**src/rtl/fwg_pkg.sv**
```systemverilog
package fwg_pkg;

    typedef enum logic [1:0] {
        PW_WAIT,
        PW_ACTIVE,
        PW_SLEEP
    } pwr_state_t;

    localparam logic [7:0] OP_LATCH_SET = 8'h06;
    localparam logic [7:0] OP_LATCH_CLR = 8'h04;
    localparam logic [7:0] OP_SR_WRITE  = 8'h01;
    localparam logic [7:0] OP_PROGRAM   = 8'h02;
    localparam logic [7:0] OP_SECT_ERS  = 8'hD8;
    localparam logic [7:0] OP_BULK_ERS  = 8'hC7;
    localparam logic [7:0] OP_DOZE      = 8'hB9;
    localparam logic [7:0] OP_WAKE      = 8'hAB;

    typedef struct packed {
        logic accept;
        logic set_latch;
        logic clr_latch;
        logic load_sr;
        logic go_sleep;
        logic wake;
    } verdict_t;

endpackage

```
**src/rtl/fwg_power_fsm.sv**
```systemverilog
module fwg_power_fsm
    import fwg_pkg::*;
#(
    parameter int PUW_CYCLES = 1000
) (
    input  logic       clk,
    input  logic       rst_n,
    input  logic       go_sleep,
    input  logic       wake,
    output pwr_state_t state
);
    localparam int CW = (PUW_CYCLES < 2) ? 1 : $clog2(PUW_CYCLES);
    localparam logic [CW-1:0] LAST = CW'(PUW_CYCLES - 1);

    pwr_state_t   nxt;
    logic [CW-1:0] cnt;

    always_ff @(posedge clk or negedge rst_n) begin
        if (!rst_n) begin
            state <= PW_WAIT;
            cnt   <= '0;
        end else begin
            state <= nxt;
            if (state == PW_WAIT) cnt <= cnt + 1'b1;
        end
    end

    always_comb begin
        nxt = state;
        unique case (state)
            PW_WAIT:   if (cnt == LAST) nxt = PW_ACTIVE;   // T_SETTLE
            PW_ACTIVE: if (go_sleep)    nxt = PW_SLEEP;    // T_DOZE
            PW_SLEEP:  if (wake)        nxt = PW_ACTIVE;   // T_WAKE
            default:                    nxt = PW_WAIT;
        endcase
    end

    // the settling state is left only towards normal operation
    p_settle_to_active_r1: assert property (@(posedge clk) disable iff (!rst_n)
        ($past(state) == PW_WAIT && state != PW_WAIT) |-> state == PW_ACTIVE);

    // sleep is entered only on a power-down request
    p_sleep_entry_r10: assert property (@(posedge clk) disable iff (!rst_n)
        $rose(state == PW_SLEEP) |-> $past(go_sleep));

endmodule

```
**src/rtl/fwg_protect_map.sv**
```systemverilog
module fwg_protect_map #(
    parameter int SECTOR_W = 3
) (
    input  logic [2:0]          bp,
    input  logic [SECTOR_W-1:0] sector,
    output logic                locked
);
    localparam int NSECT = 1 << SECTOR_W;

    always_comb begin
        if (bp == 3'd0)
            locked = 1'b0;
        else if (bp[2])
            locked = 1'b1;
        else
            locked = int'(sector) >= NSECT - (1 << (int'(bp) - 1));
    end

endmodule

```
**src/rtl/fwg_cmd_judge.sv**
```systemverilog
module fwg_cmd_judge
    import fwg_pkg::*;
(
    input  pwr_state_t state,
    input  logic [7:0] opcode,
    input  logic       count_ok,
    input  logic       latch,
    input  logic [2:0] bp,
    input  logic       sr_lock,
    input  logic       wp_n,
    input  logic       sector_locked,
    output verdict_t   v
);
    logic mod_ok;
    assign mod_ok = latch && count_ok;

    always_comb begin
        v = '0;
        unique case (state)
            PW_WAIT: v = '0;
            PW_SLEEP: begin
                if (opcode == OP_WAKE) begin
                    v.accept = 1'b1;
                    v.wake   = 1'b1;
                end
            end
            PW_ACTIVE: begin
                case (opcode)
                    OP_LATCH_SET: begin v.accept = 1'b1; v.set_latch = 1'b1; end
                    OP_LATCH_CLR: begin v.accept = 1'b1; v.clr_latch = 1'b1; end
                    OP_DOZE:      begin v.accept = 1'b1; v.go_sleep  = 1'b1; end
                    OP_WAKE:      v.accept = 1'b1;
                    OP_SR_WRITE: begin
                        v.accept  = mod_ok && !(sr_lock && !wp_n);
                        v.load_sr = v.accept;
                    end
                    OP_PROGRAM, OP_SECT_ERS: v.accept = mod_ok && !sector_locked;
                    OP_BULK_ERS:             v.accept = mod_ok && (bp == 3'd0);
                    default:                 v.accept = 1'b0;
                endcase
            end
            default: v = '0;
        endcase
    end

endmodule

```
**src/rtl/flash_write_guard.sv**
```systemverilog
module flash_write_guard
    import fwg_pkg::*;
#(
    parameter int ADDR_W     = 19,
    parameter int SECTOR_W   = 3,
    parameter int CNT_W      = 16,
    parameter int PUW_CYCLES = 1000
) (
    input  logic              clk,
    input  logic              rst_n,
    input  logic              cmd_valid,
    input  logic [7:0]        cmd_opcode,
    input  logic [ADDR_W-1:0] cmd_addr,
    input  logic [7:0]        cmd_data,
    input  logic [CNT_W-1:0]  cmd_clk_count,
    input  logic              op_done,
    input  logic              wp_n,
    input  logic              busy_in,
    output logic              cmd_accept,
    output logic              cmd_reject,
    output logic [7:0]        status
);
    pwr_state_t          pstate;
    verdict_t            v;
    logic                latch;
    logic [2:0]          bp;
    logic                sr_lock;
    logic                sector_locked;
    logic [SECTOR_W-1:0] sector;
    logic                count_ok;
    logic                unused_bits;

    assign sector      = cmd_addr[ADDR_W-1 -: SECTOR_W];
    assign count_ok    = (cmd_clk_count[2:0] == 3'd0);
    assign unused_bits = ^{cmd_addr[ADDR_W-SECTOR_W-1:0], cmd_clk_count[CNT_W-1:3],
                           cmd_data[6:5], cmd_data[1:0]};

    fwg_power_fsm #(.PUW_CYCLES(PUW_CYCLES)) u_power (
        .clk      (clk),
        .rst_n    (rst_n),
        .go_sleep (cmd_valid && v.go_sleep),
        .wake     (cmd_valid && v.wake),
        .state    (pstate)
    );

    fwg_protect_map #(.SECTOR_W(SECTOR_W)) u_map (
        .bp     (bp),
        .sector (sector),
        .locked (sector_locked)
    );

    fwg_cmd_judge u_judge (
        .state         (pstate),
        .opcode        (cmd_opcode),
        .count_ok      (count_ok),
        .latch         (latch),
        .bp            (bp),
        .sr_lock       (sr_lock),
        .wp_n          (wp_n),
        .sector_locked (sector_locked),
        .v             (v)
    );

    always_ff @(posedge clk or negedge rst_n) begin
        if (!rst_n) begin
            cmd_accept <= 1'b0;
            cmd_reject <= 1'b0;
            latch      <= 1'b0;
            bp         <= 3'd0;
            sr_lock    <= 1'b0;
        end else begin
            cmd_accept <= cmd_valid && v.accept;
            cmd_reject <= cmd_valid && !v.accept;
            if (op_done) latch <= 1'b0;
            if (cmd_valid && v.set_latch) latch <= 1'b1;
            if (cmd_valid && v.clr_latch) latch <= 1'b0;
            if (cmd_valid && v.load_sr) begin
                sr_lock <= cmd_data[7];
                bp      <= cmd_data[4:2];
            end
        end
    end

    assign status = {sr_lock, 2'b00, bp, latch, busy_in};

    // exactly one verdict per instruction
    p_one_verdict_r2: assert property (@(posedge clk) disable iff (!rst_n)
        cmd_valid |=> (cmd_accept ^ cmd_reject));

    // no verdict without an instruction
    p_no_stray_r2: assert property (@(posedge clk) disable iff (!rst_n)
        !cmd_valid |=> !(cmd_accept || cmd_reject));

    // modifying instructions need the latch
    p_latch_needed_r4: assert property (@(posedge clk) disable iff (!rst_n)
        (cmd_valid && !latch && (cmd_opcode == OP_SR_WRITE || cmd_opcode == OP_PROGRAM ||
         cmd_opcode == OP_SECT_ERS || cmd_opcode == OP_BULK_ERS)) |=> cmd_reject);

    // bulk erase blocked while any BP bit is set
    p_bulk_blocked_r7: assert property (@(posedge clk) disable iff (!rst_n)
        (cmd_valid && cmd_opcode == OP_BULK_ERS && bp != 3'd0) |=> cmd_reject);

    // hardware lock holds the status bits
    p_hw_lock_r8: assert property (@(posedge clk) disable iff (!rst_n)
        (cmd_valid && cmd_opcode == OP_SR_WRITE && !wp_n && sr_lock)
        |=> (cmd_reject && $stable(bp) && $stable(sr_lock)));

    // in deep power-down only release is honoured
    p_sleep_guard_r10: assert property (@(posedge clk) disable iff (!rst_n)
        (cmd_valid && pstate == PW_SLEEP && cmd_opcode != OP_WAKE) |=> cmd_reject);

endmodule

```
**config.mk**
```make
export PLATFORM = sky130hd
export DESIGN_NAME = flash_write_guard
export DESIGN_NICKNAME = d
export VERILOG_FILES = /design/src/rtl/fwg_pkg.sv /design/src/rtl/fwg_power_fsm.sv /design/src/rtl/fwg_protect_map.sv /design/src/rtl/fwg_cmd_judge.sv /design/src/rtl/flash_write_guard.sv
export SDC_FILE = /design/constraint.sdc
export NUM_CORES = 1
export LEC_CHECK = 0
export ABC_AREA = 1
export BUFFER_PORTS_ARGS = -buffer_cell sky130_fd_sc_hd__buf_2
export CAP_MARGIN = 20
export CORE_ASPECT_RATIO = 1.4
export CORE_MARGIN = 2
export CORE_UTILIZATION = 35
export CTS_CLUSTER_DIAMETER = 120
export DETAILED_ROUTE_END_ITERATION = 16
export PLACE_DENSITY = 0.7
export SETUP_SLACK_MARGIN = 0.02
export SLEW_MARGIN = 20
export SYNTH_ARGS = -nofsm -noshare
export SYNTH_HDL_FRONTEND = slang
export SYNTH_HIERARCHICAL = 1
export SYNTH_SLANG_ARGS = --single-unit
export TNS_END_PERCENT = 5
```
**constraint.sdc**
```tcl
create_clock -name clk -period 4.3 [get_ports clk]
set_input_delay 0.43 -clock clk [delete_from_list [all_inputs] [get_ports clk]]
set_output_delay 0.43 -clock clk [all_outputs]
set_load 0.1 [all_outputs]
```
* Yosys cells after proc, flatten, opt, wreduce, memory -nomap -nowiden *
Cells that the tools add are included.

storage, ports and cells
  input bits = 57
  register bits after elaboration = 19
  output and inout port bits = 10

operators by class
  muxes and demuxes = 18
  $lt $le $gt $ge = 1
  shift-type cells = 1
  reduce and logical (&&, ||, !) cells = 23
  equality and inequality tests = 14
  add/subtract/negate cells = 3

operators by type and width
  cell                     count
  $eq A8 B8 Y1 const B     4
  $ge A4 B32 Y1            1
  $shl A1 B32 Y32 const A  1
  $sub A5 B32 Y32 const A  1
  $eq A8 B3 Y1 const B     2
  $logic_and A1 B1 Y1      12
  $mux W1                  11
  $add A10 B1 Y10 const B  1
  $eq A10 B10 Y1 const B   1
  $eq A8 B1 Y1 const B     1
  $eq A8 B2 Y1 const B     1
  $logic_not A3 Y1         2
  $mux W2                  3
  $ne A2 B2 Y1 const B     3
  $pmux W2 S3              1
  $logic_not A1 Y1         4
  $mux W4                  1
  $pmux W1 S4              1
  $reduce_or A4 Y1         1
  $sub A3 B1 Y4 const B    1
  $reduce_and A3 Y1        1
  $reduce_bool A3 Y1       1
  $eq A2 B1 Y1 const B     1
  $eq A2 B2 Y1 const B     1
  3 further kinds          3

* Longest topological paths before layout *
Gate-level depths: netlist of run 1.

  depth in word-level cells = 12
  gate-level depth with buffers = 22
  depth with buffers taken out = 21

* Hierarchy *
Netlist of run 1, hierarchy kept.

by module, submodules not included
  module             area an instance (um^2)  instances  seq. area each (um^2)  cells each
  fwg_power_fsm      639.4                    1          300.3                  76
  flash_write_guard  346.6                    1          175.2                  42
  fwg_cmd_judge      336.6                    1          0.0                    77
  fwg_protect_map    279.0                    1          0.0                    51

* Worst setup path before layout of run 1 *
Ideal clock, no wire load.

  path kind = flip-flop to flip-flop
  from = register bp[0]
  to = register cmd_reject
  library setup time = 0.119 ns
  data required time = 4.181 ns
  stages on the path, launching flop included = 20
  buffers on the path = 1
  path slack = 0.792 ns
  data arrival time = 3.389 ns
  path through = dfrtp_1 -> inv_1 -> ha_1 -> ha_1 -> buf_2 -> nand3_2 -> ha_1 -> inv_1 -> xor2_1 -> ha_1 -> a21oi_1 -> nor2_1 -> nand2_1 -> a21oi_2 -> a21oi_2 -> nand3_1 -> nand2_1 -> nand2_1 -> a21oi_2 -> nor2_1

RTL lines
  item                    RTL line                 text
  start, declared         flash_write_guard.sv:26  logic [2:0] bp;
  start signal, assigned  flash_write_guard.sv:79  bp <= cmd_data[4:2];
  end signal, assigned    flash_write_guard.sv:73  cmd_reject <= cmd_valid && !v.accept;
  end, declared           flash_write_guard.sv:20  output logic cmd_reject,

==> results of run 1 <==
-- sequential cells by signal (all words and copies together), names as in the netlist --
register	count
bp	3
cmd_accept	1
cmd_reject	1
latch	1
sr_lock	1
u_power/cnt	10
u_power/state	2
-- area by class of cell --
cell class	instances	area, um2	area share (%)
inverters	47	176.4	9.691
well taps	62	77.57	4.261
clock inverters	1	5.005	0.2749
repair buffers	29	145.1	7.972
multi-input cells	174	899.6	49.42
clock buffers	3	41.29	2.268
flip-flops and latches	19	475.5	26.12
-- logic make-up (layout without fill, tap and decap cells) --
| group | count (synthesis) | after routing |
|---|---|---|
| other cells | 1 | 2 |
| buf+inv | 54 | 80 |
| simple gates | 148 | 148 |
| fa+ha+maj | 9 | 9 |
| compound gates | 9 | 9 |
| flops | 19 | 19 |
| xor+xnor | 6 | 6 |
-- per-layer routing --
layer / vias up / wire length [um]
li1: 799 / -
met2: 26 / 1639
met4: 0 / 0
met1: 663 / 1249
met5: - / 0
met3: 0 / 126
-- worst paths after layout --
check                            endpoint            from  cells after the start  slack (ps)
max                            cmd_accept           bp[0]                     19        1190
min                        u_power/cnt[7]           rst_n                      1         100
max reg2reg                    cmd_accept           bp[0]                     19        1190
min reg2reg                u_power/cnt[5]  u_power/cnt[5]                      1         490
max in group asynchronous      cmd_accept           rst_n                      1        3910
min in group clk                    bp[0]     cmd_data[2]                      3         420
-- where the power goes --
| group | internal [mW] | switching (mW) | leakage, nW |
|---|---|---|---|
| sequential | 0.217 | 0.0465 | 0.250 |
| clock | 0.0644 | 0.0571 | 0.0255 |
| combinational | 0.0746 | 0.134 | 0.756 |
-- cells in the final DEF (no fill, tap or decap), drive strengths merged --
cell,instances
conb,2
xnor2,1
nor3,8
dfrtp,19
xor2,5
nand3b,3
nand4,7
clkinv,1
buf,29
a21oi,8
nand3,17
inv,47
nor2,32
clkbuf,3
nand2,81
ha,9
o21ai,1
==> impl_metrics.py, run 1 <==
metrics = {
    "timing": {
        "setup_viol": 0,
        "period_share_pct": 72.35,
        "worst_slack_ps": 1189,
        "period_minus_slack_ps": 3111,
        "final-hold-violation-count": 0,
        "tns_ps": 0,
        "rsz0062_at_grt": "false",
        "final_max_slew_viol_count": 0,
        "fin_skew_ps": 1.708,
        "fmax_mhz": 321.4,
        "maxSlewHeadroom_pct": 60.84,
        "tightest_slew_ps": 583.0,
        "fin_hold_ws_ps": 100.8,
    },
    "floorplanning": {
        "io_pins": 67,
        "die_y_um": 84.04,
        "row_count": 29,
        "start_util_pct": 35.88,
        "die_x_um": 61.17,
        "core_um2": 4463,
        "die-area_um2": 5141,
    },
    "flow_run": {
        "drv_cap": 0,
    },
    "yosys": {
        "seq_area_frac_synth_pct": 29.69,
        "synth.area.mux_share_pct": 0,
        "ys_ff_latch": 19,
        "ys_top_cells_by_count": "79 x nand2_1, 47 x inv_1, 28 x nor2_1, 19 x dfrtp_1, 15 x nand3_1",
        "synthAdderAreaFrac_pct": 7.031,
        "yosysMostFrequentCell": "nand2_1",
        "avgSynthCellArea_um2": 6.510,
        "synth_top_cell_area_share_pct": 29.69,
        "async_flop_share_pct": 100.0,
        "yosys.area_share.simple_pct": 41.64,
        "synth_edf_count": 0,
        "synth_top_cell_by_area": "dfrtp_1",
        "synthTopCellsByArea": "dfrtp_1 30%, nand2_1 19%, inv_1 11%, ha_1 7.0%, nor2_1 6.6%",
        "synthCells": 246,
        "synth_xor_area_share_pct": 3.281,
        "synth-main-ff-cell": "dfrtp_1",
        "synth_top_family_by_area": "simple AND/OR/NAND/NOR gates",
        "synth_compound_area_share_pct": 3.750,
        "synthDistinctLibCells": 24,
        "netlist_area_um2": 1602,
        "ys_warn_count": 6,
    },
    "drt": {
        "drc_errors": 0,
        "ant_nets": 0,
        "routed_wl_um": 3014,
        "viasPerCell": 4.442,
        "dr_total_vias": 1488,
        "dr.pass1.iters": 4,
        "drtIter0Drc": 72,
        "wl_per_cell_um": 8.997,
    },
    "critical_path": {
        "path_cells": "inv_1 -> ha_1 -> ha_1 -> nand3_2 -> ha_1 -> inv_1 -> xor2_1 -> ha_1 -> a21oi_1 -> nor2_1 -> nand2_1 -> a21oi_2 -> a21oi_2 -> nand3_1 -> nand2_1 -> nand2_1 -> a21oi_2 -> nand2_1 -> inv_1",
        "critPathTopFamily": "adder cells",
        "worstSetupEndpointType": "register",
        "cp_num_buf_inv": 3,
        "cp_slowest_stage_delay_ps": 520,
        "start_kind": "register",
        "crit_fanout": 9,
        "path_class": "reg -> reg",
        "critPathRequiredTime_ps": 4500,
        "cp.arrival_ps": 3310,
        "slowest_stage": "dfrtp_1",
    },
    "global_route": {
        "grt_pass1_vias": 1390,
        "grt_pass1_wl_um": 5313,
        "grt_overflow_total": 0,
        "grt_max_degree": 20,
        "antenna_found_initial": 0,
        "grt.total_usage_pct": 13.13,
        "grt_use_met3_pct": 3.256,
        "grt_use_met1_pct": 13.90,
        "busiest_layer": "met2",
        "grt_util_met2_pct": 25.15,
    },
    "placement": {
        "port_buffers": 29,
        "finalWeightedCongestion": 0.8292,
        "hpwl_um": 2526,
        "placed_cells": 331,
        "placed_cell_area_um2": 1774,
        "pre_cts_slack_ps": 1225,
    },
    "clock_network": {
        "ctsHtreeMaxLevel": 1,
        "cts_buffers": 3,
        "cts_tree": "built",
        "clock_sinks": 19,
        "cts_buffer_depth": 2,
        "post_cts_buffers": 0,
        "path_clk_slew_ps": 70,
        "root_buffer": "clkbuf_8",
        "cts.repair.resized": 0,
        "clk_latency_ps": 250,
        "holdBufCountCts": 0,
    },
    "worst_hold_path": {
        "hp-class": "in -> async",
    },
    "outcome": {
        "status": "completed",
    },
    "pwr": {
        "p_per_area_nw_per_um2": 325.9,
        "p_leak_nw": 1.032,
        "power_mw": 0.5933,
        "ir_worst_vdd_uv": 237.9,
    },
    "cells_and_area": {
        "drive_above_1_share_pct": 16.85,
        "design_area_um2": 1821,
        "n_fill_cell": 480,
        "area_growth_pct": 13.67,
        "num_antenna_cells": 0,
        "final_cells": 335,
        "post-route-util_pct": 40.79,
        "nets": 340,
    },
}
Power figures use the tool's default switching activity.
==> run 2, diff against run 1 <==
--- a/config.mk
+++ b/config.mk
@@ -5,7 +5,7 @@
 export SDC_FILE = /design/constraint.sdc
 export NUM_CORES = 1
 export LEC_CHECK = 0
-export ABC_AREA = 1
+export ABC_AREA = 0
 export BUFFER_PORTS_ARGS = -buffer_cell sky130_fd_sc_hd__buf_2
 export CAP_MARGIN = 20
 export CORE_ASPECT_RATIO = 1.4
@@ -13,7 +13,7 @@
 export CORE_UTILIZATION = 35
 export CTS_CLUSTER_DIAMETER = 120
 export DETAILED_ROUTE_END_ITERATION = 16
-export PLACE_DENSITY = 0.7
+export PLACE_DENSITY = 0.75
 export SETUP_SLACK_MARGIN = 0.02
 export SLEW_MARGIN = 20
 export SYNTH_ARGS = -nofsm -noshare
==> constraint.sdc (replaced) <==
create_clock -name clk -period 2.8 [get_ports clk]
set_input_delay 0.28 -clock clk [delete_from_list [all_inputs] [get_ports clk]]
set_output_delay 0.28 -clock clk [all_outputs]
set_load 0.1 [all_outputs]
==> run 2 against run 1 <==
  * Worst setup slack got worse by 1000 ps
  * Register-to-register slack got worse by 1000 ps
  * Sequential power rose by 4%
  * Count of clock-buffer cells in the layout rose by 1
  * Critical path type unchanged
  * Critical endpoint unchanged
  * Largest cell class unchanged
==> impl_metrics.py, run 2 <==
metrics = {
    "outcome": {
        "status": "completed",
    },
    "yosys": {
        "ys_ff_latch": 19,
        "synth_xor_area_share_pct": 6.887,
        "synth-main-ff-cell": "dfrtp_1",
        "netlist_area_um2": 1399,
        "async_flop_share_pct": 100.0,
        "ys_top_cells_by_count": "19 x dfrtp_1, 12 x inv_1, 11 x nand2_1, 10 x nor2_1, 9 x ha_1",
        "synth.area.mux_share_pct": 5.098,
        "synth_top_cell_by_area": "dfrtp_1",
        "avgSynthCellArea_um2": 9.714,
        "synthAdderAreaFrac_pct": 8.050,
        "ys_warn_count": 6,
        "seq_area_frac_synth_pct": 33.99,
        "synthCells": 144,
        "synth_top_cell_area_share_pct": 33.99,
        "synth_compound_area_share_pct": 9.571,
        "yosysMostFrequentCell": "dfrtp_1",
        "synth_top_family_by_area": "simple AND/OR/NAND/NOR gates",
        "synth_edf_count": 0,
        "synthTopCellsByArea": "dfrtp_1 34%, ha_1 8.1%, mux2_4 4.3%, xnor2_1 3.8%, inv_1 3.2%",
        "yosys.area_share.simple_pct": 29.16,
        "synthDistinctLibCells": 50,
    },
    "critical_path": {
        "start_kind": "register",
        "cp.arrival_ps": 2820,
        "path_class": "reg -> reg",
        "worstSetupEndpointType": "register",
        "critPathRequiredTime_ps": 2990,
        "crit_fanout": 3,
    },
    "placement": {
        "placed_cells": 212,
        "hpwl_um": 2200,
        "port_buffers": 29,
        "finalWeightedCongestion": 0.8459,
    },
    "floorplanning": {
        "start_util_pct": 36.01,
        "die_x_um": 57.43,
        "io_pins": 67,
        "row_count": 27,
        "core_um2": 3885,
        "die-area_um2": 4525,
        "die_y_um": 78.80,
    },
    "worst_hold_path": {
        "hp-class": "in -> reg",
    },
    "timing": {
        "period_share_pct": 93.90,
        "setup_viol": 0,
        "final_max_slew_viol_count": 0,
        "rsz0062_at_grt": "true",
        "period_minus_slack_ps": 2629,
        "fmax_mhz": 380.4,
        "tns_ps": 0,
        "fin_skew_ps": 4.123,
        "final-hold-violation-count": 0,
    },
    "drt": {
        "drc_errors": 0,
        "drtIter0Drc": 43,
        "wl_per_cell_um": 12.75,
        "dr.pass1.iters": 5,
        "viasPerCell": 5.295,
        "routed_wl_um": 2766,
        "dr_total_vias": 1149,
        "ant_nets": 0,
    },
    "pwr": {
        "p_switching_mw": 0.1260,
        "power_frac_clock_pct": 35.9,
        "p_per_area_nw_per_um2": 311.9,
        "p_leak_nw": 0.7353,
        "seqPwrFrac_pct": 52.7,
        "internal_power_mw": 0.3958,
        "power_frac_comb_pct": 11.4,
        "ir_worst_vdd_uv": 256.4,
        "swShare_pct": 24.15,
    },
    "cells_and_area": {
        "drive_above_1_share_pct": 34.48,
        "largest_reg_flops": 10,
        "regMostFlops": "u_power/cnt",
        "n_fill_cell": 375,
        "layout_common_cells": "29 x buf_2, 16 x dfrtp_1, 11 x nand2_1",
        "final_cells": 217,
        "num_antenna_cells": 0,
        "top_regs": "u_power/cnt (10), bp (3), u_power/state (2)",
        "nets": 241,
        "final_common_cell": "buf_2",
        "area_growth_pct": 19.59,
    },
    "global_route": {
        "antenna_found_initial": 0,
        "grt_overflow_total": 0,
        "grt_pass1_wl_um": 4616,
        "grt_pass1_vias": 1123,
        "grt_max_degree": 20,
        "grt.total_usage_pct": 12.82,
    },
    "clock_network": {
        "clock_sinks": 19,
        "clk_latency_ps": 250,
        "post_cts_buffers": 0,
        "ctsHtreeMaxLevel": 1,
        "root_buffer": "clkbuf_8",
        "path_clk_slew_ps": 70,
        "cts_buffers": 3,
        "cts_tree": "built",
        "cts_buffer_depth": 2,
    },
    "flow_run": {
        "drv_cap": 0,
    },
}
[run 2: metrics by stage]
step                      utilization (%)  hold WS [ps]  cell area [um2]  worst slack, ps  power (mW)
final                               43.06         260.6             1673            170.9      0.5218
after global placement              41.26         239.9             1603            165.1      0.3376
after detailed placement            41.26         245.7             1603            111.8      0.3389
after CTS                           42.67         251.8             1658            87.35      0.5324
after global routing                43.06         251.0             1673           -8.557      0.5475
after floorplan                         -        -15.59             1441            11.71      0.3192
[run 2: kinds of logic (layout without fill, tap and decap cells)]
family,after synthesis,in the layout
AOI/OAI and AO/OA,19,19
xor gates and xnor gates,11,11
adders and majority gates,9,9
buffers and inverters,19,48
DFF,19,19
muxes,5,5
other,1,2
and+or+nand+nor,61,61
[run 2: timing repair]
item,CTS,global route
endpoints found under the setup margin,0,2
hold buffers,1,0
resized for setup,0,3
hold endpoints to repair,19,0
[run 2: final timing paths]
kind | from | depth (start not counted) | slack (ps) | to
worst max-delay path | bp[0] | 14 | 170 | cmd_accept
worst min-delay path | cmd_data[4] | 2 | 260 | bp[2]
worst max register to register | bp[0] | 14 | 170 | cmd_accept
worst min register to register | u_power/cnt[8] | 1 | 470 | u_power/cnt[8]
max in group asynchronous | rst_n | 2 | 1970 | bp[1]
min in group asynchronous | rst_n | 2 | 490 | u_power/cnt[4]
[run 2: power groups by stage]
stage / combinational [mW] / sequential, mW / clock (mW)
floorplan: 0.0330 / 0.286 / 0
global placement: 0.0571 / 0.281 / 0
detailed placement: 0.0583 / 0.281 / 0
CTS: 0.0595 / 0.275 / 0.198
global route: 0.0642 / 0.275 / 0.208
finish: 0.0593 / 0.275 / 0.187
[run 2: routing by layer]
metal,vias to the layer above,track usage [%],share of wire [%]
li1,565,-,-
met1,555,14.20,42
met2,27,23.86,53
met3,2,2.443,4.3
met4,0,4.186,0.61
met5,-,0,0
[run 2: critical path: stages, from the launching register on]
cell	delay, ps
dfrtp_4	420
inv_4	50
ha_4	150
ha_4	270
o2111ai_2	100
ha_1	290
inv_1	40
ha_1	270
a21o_1	170
a21oi_2	120
o32ai_1	80
nor2_1	100
o2111ai_1	120
a211oi_2	230
and2_1	160
[run 2: area by class of cell]
| class | instances | area, um2 | share of cell area, % |
|---|---|---|---|
| Sequential cell | 19 | 486.7 | 29.10 |
| Timing Repair Buffer | 32 | 170.2 | 10.17 |
| Clock buffer | 4 | 45.04 | 2.693 |
| Tap cell | 43 | 53.80 | 3.216 |
| Inverter | 12 | 47.55 | 2.842 |
| Multi-Input combinational cell | 107 | 869.6 | 51.98 |
